**src/rtl/cas_pkg.sv**
```systemverilog
package cas_pkg;

  // Sequencer phases
  typedef enum logic [1:0] {
    ST_IDLE  = 2'd0,
    ST_ACT   = 2'd1,
    ST_ON    = 2'd2,
    ST_DEACT = 2'd3
  } seq_state_e;

  // The time base counts half units; 4 bits cover the longest phase (14 half units)
  localparam int unsigned HU_W = 4;

  // Activation milestones, given as the half-unit count just before the milestone
  localparam logic [HU_W-1:0] HU_RAMP_PRE  = 4'd2;   // supply stable at 1.5 units
  localparam logic [HU_W-1:0] HU_IO_PRE    = 4'd7;   // data lines at 4 units
  localparam logic [HU_W-1:0] HU_IO        = 4'd8;   // clock window opens
  localparam logic [HU_W-1:0] HU_ON_PRE    = 4'd13;  // session active at 7 units

  // Shutdown milestones, one unit apart
  localparam logic [HU_W-1:0] HU_CLKOFF_PRE = 4'd1;
  localparam logic [HU_W-1:0] HU_IOOFF_PRE  = 4'd3;
  localparam logic [HU_W-1:0] HU_VCCOFF_PRE = 4'd5;

endpackage

```
**src/rtl/cas_timebase.sv**
```systemverilog
module cas_timebase
  import cas_pkg::*;
#(
  parameter int unsigned UNIT_TICKS = 64
) (
  input  logic            clk,
  input  logic            rst_n,
  input  logic            clear,
  input  logic            run,
  input  logic            osc_tick,
  output logic            step,
  output logic [HU_W-1:0] hu
);

  localparam int unsigned HALF = UNIT_TICKS / 2;
  localparam int unsigned TW   = (HALF > 2) ? $clog2(HALF) : 1;

  logic            adv;
  logic [HU_W-1:0] hu_q, hu_d;

  assign adv = run & osc_tick;

  generate
    if (HALF > 1) begin : g_div
      logic [TW-1:0] tcnt_q, tcnt_d;
      logic          wrap;

      assign wrap = (tcnt_q == TW'(HALF - 1));

      always_comb begin
        tcnt_d = tcnt_q;
        if (clear)    tcnt_d = '0;
        else if (adv) tcnt_d = wrap ? '0 : tcnt_q + 1'b1;
      end

      always_ff @(posedge clk or negedge rst_n) begin
        if (!rst_n) tcnt_q <= '0;
        else        tcnt_q <= tcnt_d;
      end

      assign step = adv & wrap;
    end else begin : g_nodiv
      assign step = adv;
    end
  endgenerate

  always_comb begin
    hu_d = hu_q;
    if (clear)     hu_d = '0;
    else if (step) hu_d = hu_q + 1'b1;
  end

  always_ff @(posedge clk or negedge rst_n) begin
    if (!rst_n) hu_q <= '0;
    else        hu_q <= hu_d;
  end

  assign hu = hu_q;

  // Without an oscillator pulse the half-unit count cannot move unless cleared
  p_no_tick_hold_r10: assert property (@(posedge clk) disable iff (!rst_n)
    (!osc_tick && !clear) |=> $stable(hu_q));

endmodule

```
**src/rtl/cas_seq.sv**
```systemverilog
module cas_seq
  import cas_pkg::*;
(
  input  logic            clk,
  input  logic            rst_n,
  input  logic            cmd_n,
  input  logic            supply_ok,
  input  logic            step,
  input  logic [HU_W-1:0] hu,
  output seq_state_e      state,
  output logic            start,
  output logic            abort,
  output logic            done,
  output logic            off_done,
  output logic            clear,
  output logic            run
);

  seq_state_e state_q, state_d;
  logic       cmd_q;
  logic       cmd_fall;
  logic       live;

  assign cmd_fall = cmd_q & ~cmd_n;
  assign live     = (state_q == ST_ACT) | (state_q == ST_ON);

  assign start    = (state_q == ST_IDLE) & cmd_fall & supply_ok;
  assign abort    = live & (cmd_n | ~supply_ok);
  assign done     = (state_q == ST_ACT) & ~abort & step & (hu == HU_ON_PRE);
  assign off_done = (state_q == ST_DEACT) & step & (hu == HU_VCCOFF_PRE);
  assign clear    = start | abort;
  assign run      = (state_q == ST_ACT) | (state_q == ST_DEACT);

  always_comb begin
    state_d = state_q;
    unique case (state_q)
      ST_IDLE:  if (start)    state_d = ST_ACT;
      ST_ACT:   if (abort)    state_d = ST_DEACT;
                else if (done) state_d = ST_ON;
      ST_ON:    if (abort)    state_d = ST_DEACT;
      ST_DEACT: if (off_done) state_d = ST_IDLE;
      default:                state_d = ST_IDLE;
    endcase
  end

  always_ff @(posedge clk or negedge rst_n) begin
    if (!rst_n) begin
      state_q <= ST_IDLE;
      cmd_q   <= 1'b1;
    end else begin
      state_q <= state_d;
      cmd_q   <= cmd_n;
    end
  end

  assign state = state_q;

  // Shutdown only ever ends in idle, never goes back to a session
  p_deact_to_idle_r9: assert property (@(posedge clk) disable iff (!rst_n)
    (state_q == ST_DEACT) |=> (state_q == ST_DEACT || state_q == ST_IDLE));

  // A session is entered only from idle
  p_act_from_idle_r9: assert property (@(posedge clk) disable iff (!rst_n)
    $rose(state_q == ST_ACT) |-> $past(state_q == ST_IDLE));

endmodule

```
**src/rtl/cas_drive.sv**
```systemverilog
module cas_drive
  import cas_pkg::*;
(
  input  logic            clk,
  input  logic            rst_n,
  input  seq_state_e      state,
  input  logic            step,
  input  logic [HU_W-1:0] hu,
  input  logic            start,
  input  logic            abort,
  input  logic            done,
  input  logic            off_done,
  input  logic            host_rst,
  output logic            supply_en,
  output logic            vcc_ok,
  output logic            io_en,
  output logic            clk_en,
  output logic            card_rst,
  output logic            active
);

  logic sup_q, sup_d;
  logic rmp_q, rmp_d;
  logic io_q,  io_d;
  logic ck_q,  ck_d;
  logic act_q, act_d;
  logic hold_q, hold_d;

  logic in_act, in_deact;
  logic ramp_set, io_set, win, clk_set;
  logic clk_clr, io_clr;

  assign in_act   = (state == ST_ACT) & ~abort;
  assign in_deact = (state == ST_DEACT);

  assign ramp_set = in_act & step & (hu == HU_RAMP_PRE);
  assign io_set   = in_act & step & (hu == HU_IO_PRE);
  // Host-controlled clock window: from the data-line milestone up to the active milestone
  assign win      = in_act & ~done & ((hu >= HU_IO) | io_set);
  assign clk_set  = (io_set & ~hold_q) | (win & hold_q & ~host_rst);

  assign clk_clr  = in_deact & step & (hu == HU_CLKOFF_PRE);
  assign io_clr   = in_deact & step & (hu == HU_IOOFF_PRE);

  always_comb begin
    sup_d  = sup_q;
    rmp_d  = rmp_q;
    io_d   = io_q;
    ck_d   = ck_q;
    act_d  = act_q;
    hold_d = hold_q;
    if (start) begin
      sup_d  = 1'b1;
      hold_d = host_rst;
    end
    if (ramp_set) rmp_d = 1'b1;
    if (io_set)   io_d  = 1'b1;
    if (clk_set)  ck_d  = 1'b1;
    if (done)     act_d = 1'b1;
    if (abort)    act_d = 1'b0;
    if (clk_clr)  ck_d  = 1'b0;
    if (io_clr)   io_d  = 1'b0;
    if (off_done) begin
      sup_d = 1'b0;
      rmp_d = 1'b0;
    end
  end

  always_ff @(posedge clk or negedge rst_n) begin
    if (!rst_n) begin
      sup_q  <= 1'b0;
      rmp_q  <= 1'b0;
      io_q   <= 1'b0;
      ck_q   <= 1'b0;
      act_q  <= 1'b0;
      hold_q <= 1'b0;
    end else begin
      sup_q  <= sup_d;
      rmp_q  <= rmp_d;
      io_q   <= io_d;
      ck_q   <= ck_d;
      act_q  <= act_d;
      hold_q <= hold_d;
    end
  end

  assign supply_en = sup_q;
  assign vcc_ok    = rmp_q;
  assign io_en     = io_q;
  assign clk_en    = ck_q;
  assign active    = act_q;
  assign card_rst  = act_q & host_rst;

  p_ramp_in_supply_r3: assert property (@(posedge clk) disable iff (!rst_n)
    vcc_ok |-> supply_en);

  p_io_in_supply_r4: assert property (@(posedge clk) disable iff (!rst_n)
    io_en |-> supply_en);

  p_clk_in_io_r5: assert property (@(posedge clk) disable iff (!rst_n)
    clk_en |-> io_en);

  p_rst_only_active_r7: assert property (@(posedge clk) disable iff (!rst_n)
    card_rst |-> active);

  p_clk_frozen_r7: assert property (@(posedge clk) disable iff (!rst_n)
    (active && $past(active)) |-> $stable(clk_en));

  p_abort_drops_r8: assert property (@(posedge clk) disable iff (!rst_n)
    abort |=> (!active && !card_rst));

endmodule

```
**src/rtl/card_act_seq.sv**
```systemverilog
module card_act_seq
  import cas_pkg::*;
#(
  parameter int unsigned UNIT_TICKS = 64
) (
  input  logic clk,
  input  logic rst_n,
  input  logic cmd_n,
  input  logic host_rst,
  input  logic supply_ok,
  input  logic osc_tick,
  output logic supply_en,
  output logic vcc_ok,
  output logic io_en,
  output logic clk_en,
  output logic card_rst,
  output logic active
);

  seq_state_e      state;
  logic            step;
  logic [HU_W-1:0] hu;
  logic            start, abort, done, off_done, clear, run;

  cas_timebase #(.UNIT_TICKS(UNIT_TICKS)) u_tb (
    .clk      (clk),
    .rst_n    (rst_n),
    .clear    (clear),
    .run      (run),
    .osc_tick (osc_tick),
    .step     (step),
    .hu       (hu)
  );

  cas_seq u_seq (
    .clk       (clk),
    .rst_n     (rst_n),
    .cmd_n     (cmd_n),
    .supply_ok (supply_ok),
    .step      (step),
    .hu        (hu),
    .state     (state),
    .start     (start),
    .abort     (abort),
    .done      (done),
    .off_done  (off_done),
    .clear     (clear),
    .run       (run)
  );

  cas_drive u_drv (
    .clk       (clk),
    .rst_n     (rst_n),
    .state     (state),
    .step      (step),
    .hu        (hu),
    .start     (start),
    .abort     (abort),
    .done      (done),
    .off_done  (off_done),
    .host_rst  (host_rst),
    .supply_en (supply_en),
    .vcc_ok    (vcc_ok),
    .io_en     (io_en),
    .clk_en    (clk_en),
    .card_rst  (card_rst),
    .active    (active)
  );

  // Supply only turns on from a start in idle, with the supervisor good
  p_start_needs_ok_r2: assert property (@(posedge clk) disable iff (!rst_n)
    $rose(supply_en) |-> $past(supply_ok && state == ST_IDLE));

endmodule

```
**config.mk**
```make
export PLATFORM = sky130hd
export DESIGN_NAME = card_act_seq
export DESIGN_NICKNAME = d
export VERILOG_FILES = /design/src/rtl/cas_pkg.sv /design/src/rtl/cas_timebase.sv /design/src/rtl/cas_seq.sv /design/src/rtl/cas_drive.sv /design/src/rtl/card_act_seq.sv
export SDC_FILE = /design/constraint.sdc
export NUM_CORES = 1
export LEC_CHECK = 0
export BUFFER_PORTS_ARGS = -buffer_cell sky130_fd_sc_hd__buf_2
export CORE_ASPECT_RATIO = 2
export CORE_MARGIN = 5
export CORE_UTILIZATION = 30
export CTS_CLUSTER_SIZE = 20
export DETAILED_ROUTE_END_ITERATION = 10
export GPL_TIMING_DRIVEN = 0
export SLEW_MARGIN = 10
export SYNTH_ARGS = -nofsm -noshare
export SYNTH_HDL_FRONTEND = slang
export SYNTH_HIERARCHICAL = 1
export SYNTH_SLANG_ARGS = --single-unit
```
**constraint.sdc**
```tcl
create_clock -name clk -period 2.4 [get_ports clk]
set_clock_uncertainty 0.2 [all_clocks]
set_input_delay 0.48 -clock clk [delete_from_list [all_inputs] [get_ports clk]]
set_output_delay 0.48 -clock clk [all_outputs]
set_load 0.01 [all_outputs]
```
==> flow_metrics.env, run 1 <==
export IMPL_drt_initial_drc_count=5
export IMPL_hold_start="cmd_n"
export IMPL_p_per_area_mw_per_mm2=545
export IMPL_synth_area_per_cell_um2=9.89
export IMPL_critPathMaxFanout=5
export IMPL_grt_util_all_layers=0.118
export IMPL_cts_buffers=3
export IMPL_whs_endpoint="u_seq/cmd_q"
export IMPL_synthCells=107
export IMPL_timing_final_crit_share=0.949
export IMPL_synth_top_area_cell="dfrtp_1"
export IMPL_required_ns=2.35
export IMPL_cts_sinks=18
export IMPL_timing_slew_headroom=0.714
export IMPL_synth_area_mm2=0.00106
export IMPL_clock_latency_ns=0.25
export IMPL_yosys_register_bits=18
export IMPL_drv_cap=0
export IMPL_synth_cell_types=40
export IMPL_min_period_ns=2.28
export IMPL_whs_ns=0.156
export IMPL_ff2ff_path_depth=6
export IMPL_ys_warn_count=6
export IMPL_async_flop_share=1.00
export IMPL_r2r_end="u_drv/clk_en"
export IMPL_grt_max_degree=19
export IMPL_multi_input_area_um2=639
export IMPL_n_antenna_cell=0
export IMPL_crit_type="register to register"
export IMPL_dp_slack_ns=-0.282
export IMPL_netlist_area_leader_share=0.402
export IMPL_power_leakage_nw=0.648
export IMPL_die_h_um=94.0
export IMPL_drt_wl_total_um=2440
export IMPL_fp_dieArea_mm2=0.00489
export IMPL_cts_tree="done"
export IMPL_viasPerCell=4.83
export IMPL_drc_errors=0
export IMPL_ir_worst_vdd_uv=265
export IMPL_rrSetupSlack_ns=0.12
export IMPL_critPathArrivalTime_ns=2.23
export IMPL_synth_edf_count=0
export IMPL_grt_pass1_vias=947
export IMPL_fin_nets=145
export IMPL_fillers=350
export IMPL_hold_violations=0
export IMPL_worstSetupStartpointType="register"
export IMPL_run_status="complete, no violations"
export IMPL_dpl_hpwl_um=1770
export IMPL_synth_main_ff_cell="dfrtp_1"
export IMPL_grt_overflow=0
export IMPL_rr_startpoint="u_seq/state[0]"
export IMPL_max_freq_mhz=439
export IMPL_holdPathStages=1
export IMPL_io_buffer_count=11
export IMPL_fin_ws_ns=0.122
export IMPL_wire_per_inst_um=13.7
export IMPL_first_pass_iters=4
export IMPL_hold_path_class="input pin to register"
export IMPL_setup_viol=0
export IMPL_cts_path_max_buffers=2
export IMPL_antenna_found_initial=0
export IMPL_drv_slew=0
export IMPL_routabilityCongestion=0.782
export IMPL_fp_row_count=30
export IMPL_syn_to_final_growth_pct=27.5
export IMPL_cts_root_buf="clkbuf_8"
export IMPL_seq_area_um2=454
export IMPL_endpoint_kind="register"
export IMPL_max_slew_worst_pin_slew_ns=0.428
export IMPL_vias=859
export IMPL_synth_seq_area_share=0.427
export IMPL_synth_area_leaders="dfrtp_1 (40%), ha_1 (9.5%), nor2_1 (4.6%)"
export IMPL_grt_pass1_wl_um=4400
export IMPL_htree_levels=1
export IMPL_dieWidth_um=52
export IMPL_drive_gt1_frac=0.338
export IMPL_core_mm2=0.00342
export IMPL_clkTransAtPathRegs_ns=0.07
export IMPL_start_util=0.310
export IMPL_ios=12
export IMPL_synth_nets=121
export IMPL_ant_nets=0
[where the power goes]
group          switching [mW]  leakage, nW  internal [mW]
Clock                  0.0972       0.0228          0.118
Sequential             0.0468        0.229          0.344
Combinational          0.0615        0.396         0.0690
[cells by family (layout without fill, tap and decap cells)]
logic type,count (synthesis),count (layout),synth area share
flops,18,18,0.427
xor+xnor,2,2,0.0166
compound gates,23,23,0.143
buf+inv,9,32,0.0319
fa+ha+maj,8,8,0.0946
simple gates,44,44,0.258
mux,3,3,0.0296
[how the worst max path moves through the flow]
stage                          from        endpoint  cells after the start
5_1_grt        u_tb/g_div.tcnt_q[1]  u_seq/state[1]                     10
3_5_place_dp         u_seq/state[1]    u_drv/clk_en                      9
2_1_floorplan        u_seq/state[1]    u_drv/clk_en                      9
6_report             u_seq/state[0]    u_drv/clk_en                      6
4_1_cts        u_tb/g_div.tcnt_q[0]    u_drv/clk_en                      9
3_3_place_gp         u_seq/state[1]    u_drv/clk_en                      9
[cell usage after synthesis, types with 3 or more instances]
library cell / number
nand3_1: 5
nand2_1: 4
ha_1: 8
dfrtp_1: 17
nor2_1: 13
a21oi_1: 8
o21ai_0: 4
a31oi_1: 3
inv_1: 8
[per-stage QoR]
step	TNS, ns	power, mW	area, um2	cells	utilization
CTS	0	0.735	1310	176	0.384
floorplan	0	0.457	1070	107	-
finish	0	0.736	1350	178	0.395
global placement	-0.243	0.486	1180	166	0.347
global route	-0.00385	0.791	1350	178	0.395
detailed placement	-0.362	0.495	1180	166	0.347
[area by class of cell]
| cell class | count | share of cell area |
|---|---|---|
| buffer | 1 | 0.00278 |
| sequential | 18 | 0.336 |
| clock buffer | 4 | 0.0334 |
| inverter | 8 | 0.0222 |
| multi-input combinational | 80 | 0.474 |
| timing repair buffer | 19 | 0.0871 |
| tap | 48 | 0.0445 |
[layout by cell type, fill, tap and decap left out, types with 2 or more instances in the layout]
cell and n:
ha_4 3, dfrtp_2 2, o21ai_0 4, inv_2 2, nor3_1 2, a31oi_1 3
nor3b_1 2, dfrtp_1 15, buf_2 11, a21oi_1 8, inv_1 6, mux2i_1 2
nor2_1 13, nand2_1 4, nand3_1 4, clkbuf_8 3, xor2_1 2, ha_1 4
or4_1 2, buf_4 7
[worst max-delay path, cell delays in order, from the launching register on]
cell and delay [ns]:
dfrtp_2 0.46, inv_1 0.16, ha_1 0.25, inv_1 0.15
nor2_1 0.13, or4_1 0.54, a311oi_2 0.28
[what timing repair did]
action | in CTS | in global routing
hold endpoints to repair | 17 | 0
pin swaps | 1 | 4
setup endpoints to repair | 3 | 2
hold buffers | 1 | 0
buffers inserted | 5 | 2
resized for setup | 9 | 4
[flip-flops by register name, summed over array words and instances (netlist names)]
register / count
u_drv/hold_q: 1
u_seq/state: 2
u_drv/io_en: 1
u_drv/supply_en: 1
u_drv/vcc_ok: 1
u_seq/cmd_q: 1
u_drv/clk_en: 1
u_tb/hu: 4
u_tb/g_div.tcnt_q: 5
u_drv/active: 1
[per-layer routing]
layer | vias to the layer above | GRT usage | share of wire
met2 | 17 | 0.212 | 0.56
li1 | 428 | - | -
met1 | 408 | 0.126 | 0.38
met5 | - | 0 | 0
met4 | 0 | 0.0525 | 0.021
met3 | 6 | 0.0238 | 0.039
No activity file was read; power rests on OpenSTA's default activity.
==> run 2, diff against run 1 <==
CELL_PAD_IN_SITES_DETAIL_PLACEMENT = 0   (was not set)
CELL_PAD_IN_SITES_GLOBAL_PLACEMENT = 1   (was not set)
PLACE_DENSITY_LB_ADDON = 0.1   (was not set)
clock period = 2.5 ns   (was 2.4 ns; I/O delays follow)
==> run 2 against run 1 <==
Clock power down 2%. Largest power group unchanged. Cell area down 1.2%. Critical endpoint unchanged. Highest routed layer unchanged. First-iteration DRC count up 140%. Register-to-register slack worse by 0.02 ns.
==> flow_metrics.env, run 2 (synthesized netlist as in run 1, its figures left out) <==
export IMPL_critPathMaxFanout=7
export IMPL_rsz0062_at_grt="false"
export IMPL_clockPowerShare=0.299
export IMPL_start_util=0.310
export IMPL_critPathArrivalTime_ns=2.35
export IMPL_hold_violations=0
export IMPL_sequentialPowerShare=0.533
export IMPL_grt_overflow=0
export IMPL_io_buffer_count=11
export IMPL_worstSetupStartpointType="register"
export IMPL_regMostFlops="u_tb/g_div.tcnt_q"
export IMPL_fp_row_count=30
export IMPL_cts_root_buf="clkbuf_8"
export IMPL_power_leakage_nw=0.645
export IMPL_cts_sinks=18
export IMPL_drc_errors=0
export IMPL_p_per_area_mw_per_mm2=528
export IMPL_routabilityCongestion=0.692
export IMPL_fin_ws_ns=0.104
export IMPL_grt_util_all_layers=0.117
export IMPL_swShare=0.281
export IMPL_clock_latency_ns=0.25
export IMPL_fin_nets=145
export IMPL_required_ns=2.46
export IMPL_drt_wl_total_um=2550
export IMPL_dieWidth_um=52
export IMPL_layout_cells_non_filler=178
export IMPL_cts_tree="done"
export IMPL_intPower_mw=0.506
export IMPL_ir_worst_vdd_uv=234
export IMPL_final_common_cell="dfrtp_1"
export IMPL_largest_register_ffs=5
export IMPL_placed_cells=166
export IMPL_htree_levels=1
export IMPL_die_h_um=94.0
export IMPL_syn_to_final_growth_pct=26.0
export IMPL_run_status="complete, no violations"
export IMPL_endpoint_kind="register"
export IMPL_timing_slew_headroom=0.700
export IMPL_drv_slew=0
export IMPL_dp_slack_ns=-0.256
export IMPL_first_pass_iters=3
export IMPL_min_period_ns=2.40
export IMPL_ant_nets=0
export IMPL_max_freq_mhz=417
export IMPL_grt_max_degree=19
export IMPL_wire_per_inst_um=14.3
export IMPL_timing_final_crit_share=0.958
export IMPL_antenna_found_initial=0
export IMPL_crit_type="register to register"
export IMPL_n_antenna_cell=0
export IMPL_drv_cap=0
export IMPL_max_slew_worst_pin_slew_ns=0.450
export IMPL_cts_buffers=3
export IMPL_switching_power_mw=0.198
export IMPL_combPwrFrac=0.167
export IMPL_hold_path_class="input pin to register"
export IMPL_final_cell_mix="dfrtp_1 (15), nor2_1 (13), buf_2 (11), a21oi_1 (8), buf_4 (7)"
export IMPL_clkTransAtPathRegs_ns=0.07
export IMPL_ios=12
export IMPL_drive_gt1_frac=0.331
export IMPL_viasPerCell=4.75
export IMPL_fp_dieArea_mm2=0.00489
export IMPL_dpl_hpwl_um=1940
export IMPL_vias=845
export IMPL_drt_initial_drc_count=12
export IMPL_core_mm2=0.00342
export IMPL_grt_pass1_wl_um=4190
export IMPL_setup_viol=0
export IMPL_grt_pass1_vias=904
export IMPL_cts_path_max_buffers=2
[run 2: cell counts in the layout (fill, tap and decap cells not counted)]
Identical to the previous run, type by type.
[run 2: cell type report]
type	instances	area (um2)
buffer	1	3.75
clock buffer	4	45.0
fill	364	2080
inverter	8	30.0
multi-input combinational	80	623
sequential	18	454
tap	48	60.1
timing repair buffer	19	118
[run 2: routing by layer]
layer | vias to the layer above | wire [um] | GRT usage
met2 | 9 | 1480 | 0.217
li1 | 431 | - | -
met5 | - | 0 | 0
met1 | 399 | 939 | 0.116
met3 | 6 | 55 | 0.0159
met4 | 0 | 72 | 0.0678
[run 2: repair_timing]
item / 4_1_cts / 5_1_grt
hold buffers: 1 / 0
resized for setup: 10 / 3
hold endpoints to repair: 17 / 0
buffers inserted: 3 / 4
endpoints found under the setup margin: 3 / 2
pin swaps: 1 / 2
[run 2: stage by stage]
stage	total power, mW	area (um2)	util	hold WS (ns)	TNS [ns]
after global routing	0.754	1330	0.390	0.158	0
after global placement	0.470	1180	0.345	0.259	-0.337
after CTS	0.713	1300	0.381	0.165	0
after detailed placement	0.477	1180	0.345	0.270	-0.435
after floorplan	0.438	1060	-	0.00441	0
final	0.705	1330	0.390	0.170	0
[run 2: power by group through the flow]
stage | Sequential [mW] | Clock [mW] | Combinational (mW)
2_1_floorplan | 0.365 | 0 | 0.0731
3_3_place_gp | 0.375 | 0 | 0.0950
3_5_place_dp | 0.379 | 0 | 0.0983
4_1_cts | 0.377 | 0.222 | 0.114
5_1_grt | 0.383 | 0.239 | 0.132
6_report | 0.376 | 0.211 | 0.118
[run 2: worst paths after layout]
path | startpoint | end | slack (ns) | cells past startpoint
worst max-delay path | u_tb/g_div.tcnt_q[1] | u_drv/clk_en | 0.10 | 9
worst min-delay path | cmd_n | u_seq/cmd_q | 0.17 | 1
worst max register to register | u_tb/g_div.tcnt_q[1] | u_drv/clk_en | 0.10 | 9
worst min register to register | u_drv/hold_q | u_drv/clk_en | 0.29 | 1
max in group asynchronous | rst_n | u_seq/cmd_q | 1.24 | 2
min in group asynchronous | rst_n | u_tb/g_div.tcnt_q[0] | 0.52 | 2
[run 2: worst max-delay path: stages, from the launching register on]
cell      delay [ns]
dfrtp_1         0.41
ha_2            0.19
and3_4          0.18
ha_4            0.19
nand3_4         0.10
inv_2           0.06
nand4b_4        0.10
nor3_1          0.09
or4_1           0.51
a311oi_1        0.28
==> run 3, diff against run 2 <==
MAX_ROUTING_LAYER = met4   (was not set)
==> run 3 against run 2 <==
Critical path depth stayed put. Core utilization stayed put. Sequential share of layout area stayed put. Clock power hardly changed. Via count stayed put. Flip-flop and latch count stayed put. Critical endpoint unchanged. Largest cell class unchanged. Largest power group unchanged.
==> flow_metrics.env, run 3 (synthesized netlist as in run 1, its figures left out) <==
export IMPL_p_total_mw=0.705
export IMPL_largest_register_ffs=5
export IMPL_grt_pass1_wl_um=4180
export IMPL_cts_path_max_buffers=2
export IMPL_cts_buffers=3
export IMPL_clock_latency_ns=0.25
export IMPL_drt_initial_drc_count=10
export IMPL_ir_worst_vdd_uv=235
export IMPL_viasPerCell=4.75
export IMPL_dieWidth_um=52
export IMPL_drv_slew=0
export IMPL_p_per_area_mw_per_mm2=528
export IMPL_regMostFlops="u_tb/g_div.tcnt_q"
export IMPL_hold_path_class="input pin to register"
export IMPL_drt_wl_total_um=2550
export IMPL_core_mm2=0.00342
export IMPL_max_slew_worst_pin_slew_ns=0.450
export IMPL_n_antenna_cell=0
export IMPL_htree_levels=1
export IMPL_dp_slack_ns=-0.256
export IMPL_fin_ws_ns=0.104
export IMPL_fp_dieArea_mm2=0.00489
export IMPL_antenna_found_initial=0
export IMPL_critPathArrivalTime_ns=2.35
export IMPL_die_h_um=94.0
export IMPL_critPathMaxFanout=7
export IMPL_max_freq_mhz=417
export IMPL_timing_slew_headroom=0.700
export IMPL_cts_root_buf="clkbuf_8"
export IMPL_setup_viol=0
export IMPL_worstSetupStartpointType="register"
export IMPL_fillers=364
export IMPL_hold_violations=0
export IMPL_grt_overflow=0
export IMPL_seq_area_um2=454
export IMPL_power_leakage_nw=0.645
export IMPL_timing_final_crit_share=0.958
export IMPL_syn_to_final_growth_pct=26.0
export IMPL_final_cell_mix="dfrtp_1 (15), nor2_1 (13), buf_2 (11), a21oi_1 (8), buf_4 (7)"
export IMPL_fin_nets=145
export IMPL_min_period_ns=2.40
export IMPL_crit_type="register to register"
export IMPL_routabilityCongestion=0.700
export IMPL_start_util=0.310
export IMPL_drv_cap=0
export IMPL_ant_nets=0
export IMPL_drive_gt1_frac=0.331
export IMPL_placed_cells=166
export IMPL_required_ns=2.46
export IMPL_cts_sinks=18
export IMPL_io_buffer_count=11
export IMPL_rsz0062_at_grt="false"
export IMPL_drc_errors=0
export IMPL_layout_cells_non_filler=178
export IMPL_grt_pass1_vias=905
export IMPL_final_common_cell="dfrtp_1"
export IMPL_run_status="complete, no violations"
export IMPL_endpoint_kind="register"
export IMPL_grt_util_all_layers=0.120
export IMPL_clkTransAtPathRegs_ns=0.07
export IMPL_grt_max_degree=19
export IMPL_first_pass_iters=3
export IMPL_dpl_hpwl_um=1940
export IMPL_vias=845
export IMPL_multi_input_area_um2=623
export IMPL_wire_per_inst_um=14.3
export IMPL_fp_row_count=30
export IMPL_cts_tree="done"
export IMPL_ios=12
## run 3: cell counts in the layout (fill, tap and decap cells not counted)
No cell type changed its count.
## run 3: what timing repair did
item,4_1_cts,5_1_grt
setup endpoints to repair,3,2
buffers inserted,3,4
hold buffers,1,0
endpoints found under the hold margin,17,0
pin swaps,1,2
gates resized for setup,10,3
## run 3: through the flow
step | setup TNS [ns] | util | area, um2 | hold slack [ns]
after floorplan | 0 | - | 1060 | 0.00441
after global placement | -0.337 | 0.345 | 1180 | 0.259
after detailed placement | -0.435 | 0.345 | 1180 | 0.270
after CTS | 0 | 0.381 | 1300 | 0.165
after global routing | 0 | 0.390 | 1330 | 0.158
final | 0 | 0.390 | 1330 | 0.170
## run 3: final timing paths
path	startpoint	to	slack (ns)	cells past startpoint
max in group asynchronous	rst_n	u_seq/cmd_q	1.24	2
hold reg to reg	u_drv/hold_q	u_drv/clk_en	0.29	1
hold / removal	cmd_n	u_seq/cmd_q	0.17	1
setup reg to reg	u_tb/g_div.tcnt_q[1]	u_drv/clk_en	0.10	9
min in group asynchronous	rst_n	u_tb/g_div.tcnt_q[0]	0.52	2
setup / recovery	u_tb/g_div.tcnt_q[1]	u_drv/clk_en	0.10	9
## run 3: power breakdown
part,switching [mW],internal [mW]
clock network,0.0978,0.113
registers,0.0456,0.330
logic,0.0549,0.0630
total,0.198,0.506
## run 3: layer usage
layer	up-vias	global-route usage	share of wire
li1	431	-	-
met1	399	0.116	0.37
met2	9	0.217	0.58
met3	6	0.0159	0.022
met4	0	0.0678	0.028
met5	-	-	0
## run 3: area by class of cell
type / instances / share of cell area
multi-input cells: 80 / 0.467
flip-flops and latches: 18 / 0.341
repair buffers: 19 / 0.0882
well taps: 48 / 0.0450
clock buffers: 4 / 0.0338
inverters: 8 / 0.0225
plain buffers: 1 / 0.00281
## run 3: critical path: stages (launching register included)
cell	delay, ns
dfrtp_1	0.41
ha_2	0.19
and3_4	0.18
ha_4	0.19
nand3_4	0.10
inv_2	0.06
nand4b_4	0.10
nor3_1	0.09
or4_1	0.51
a311oi_1	0.28
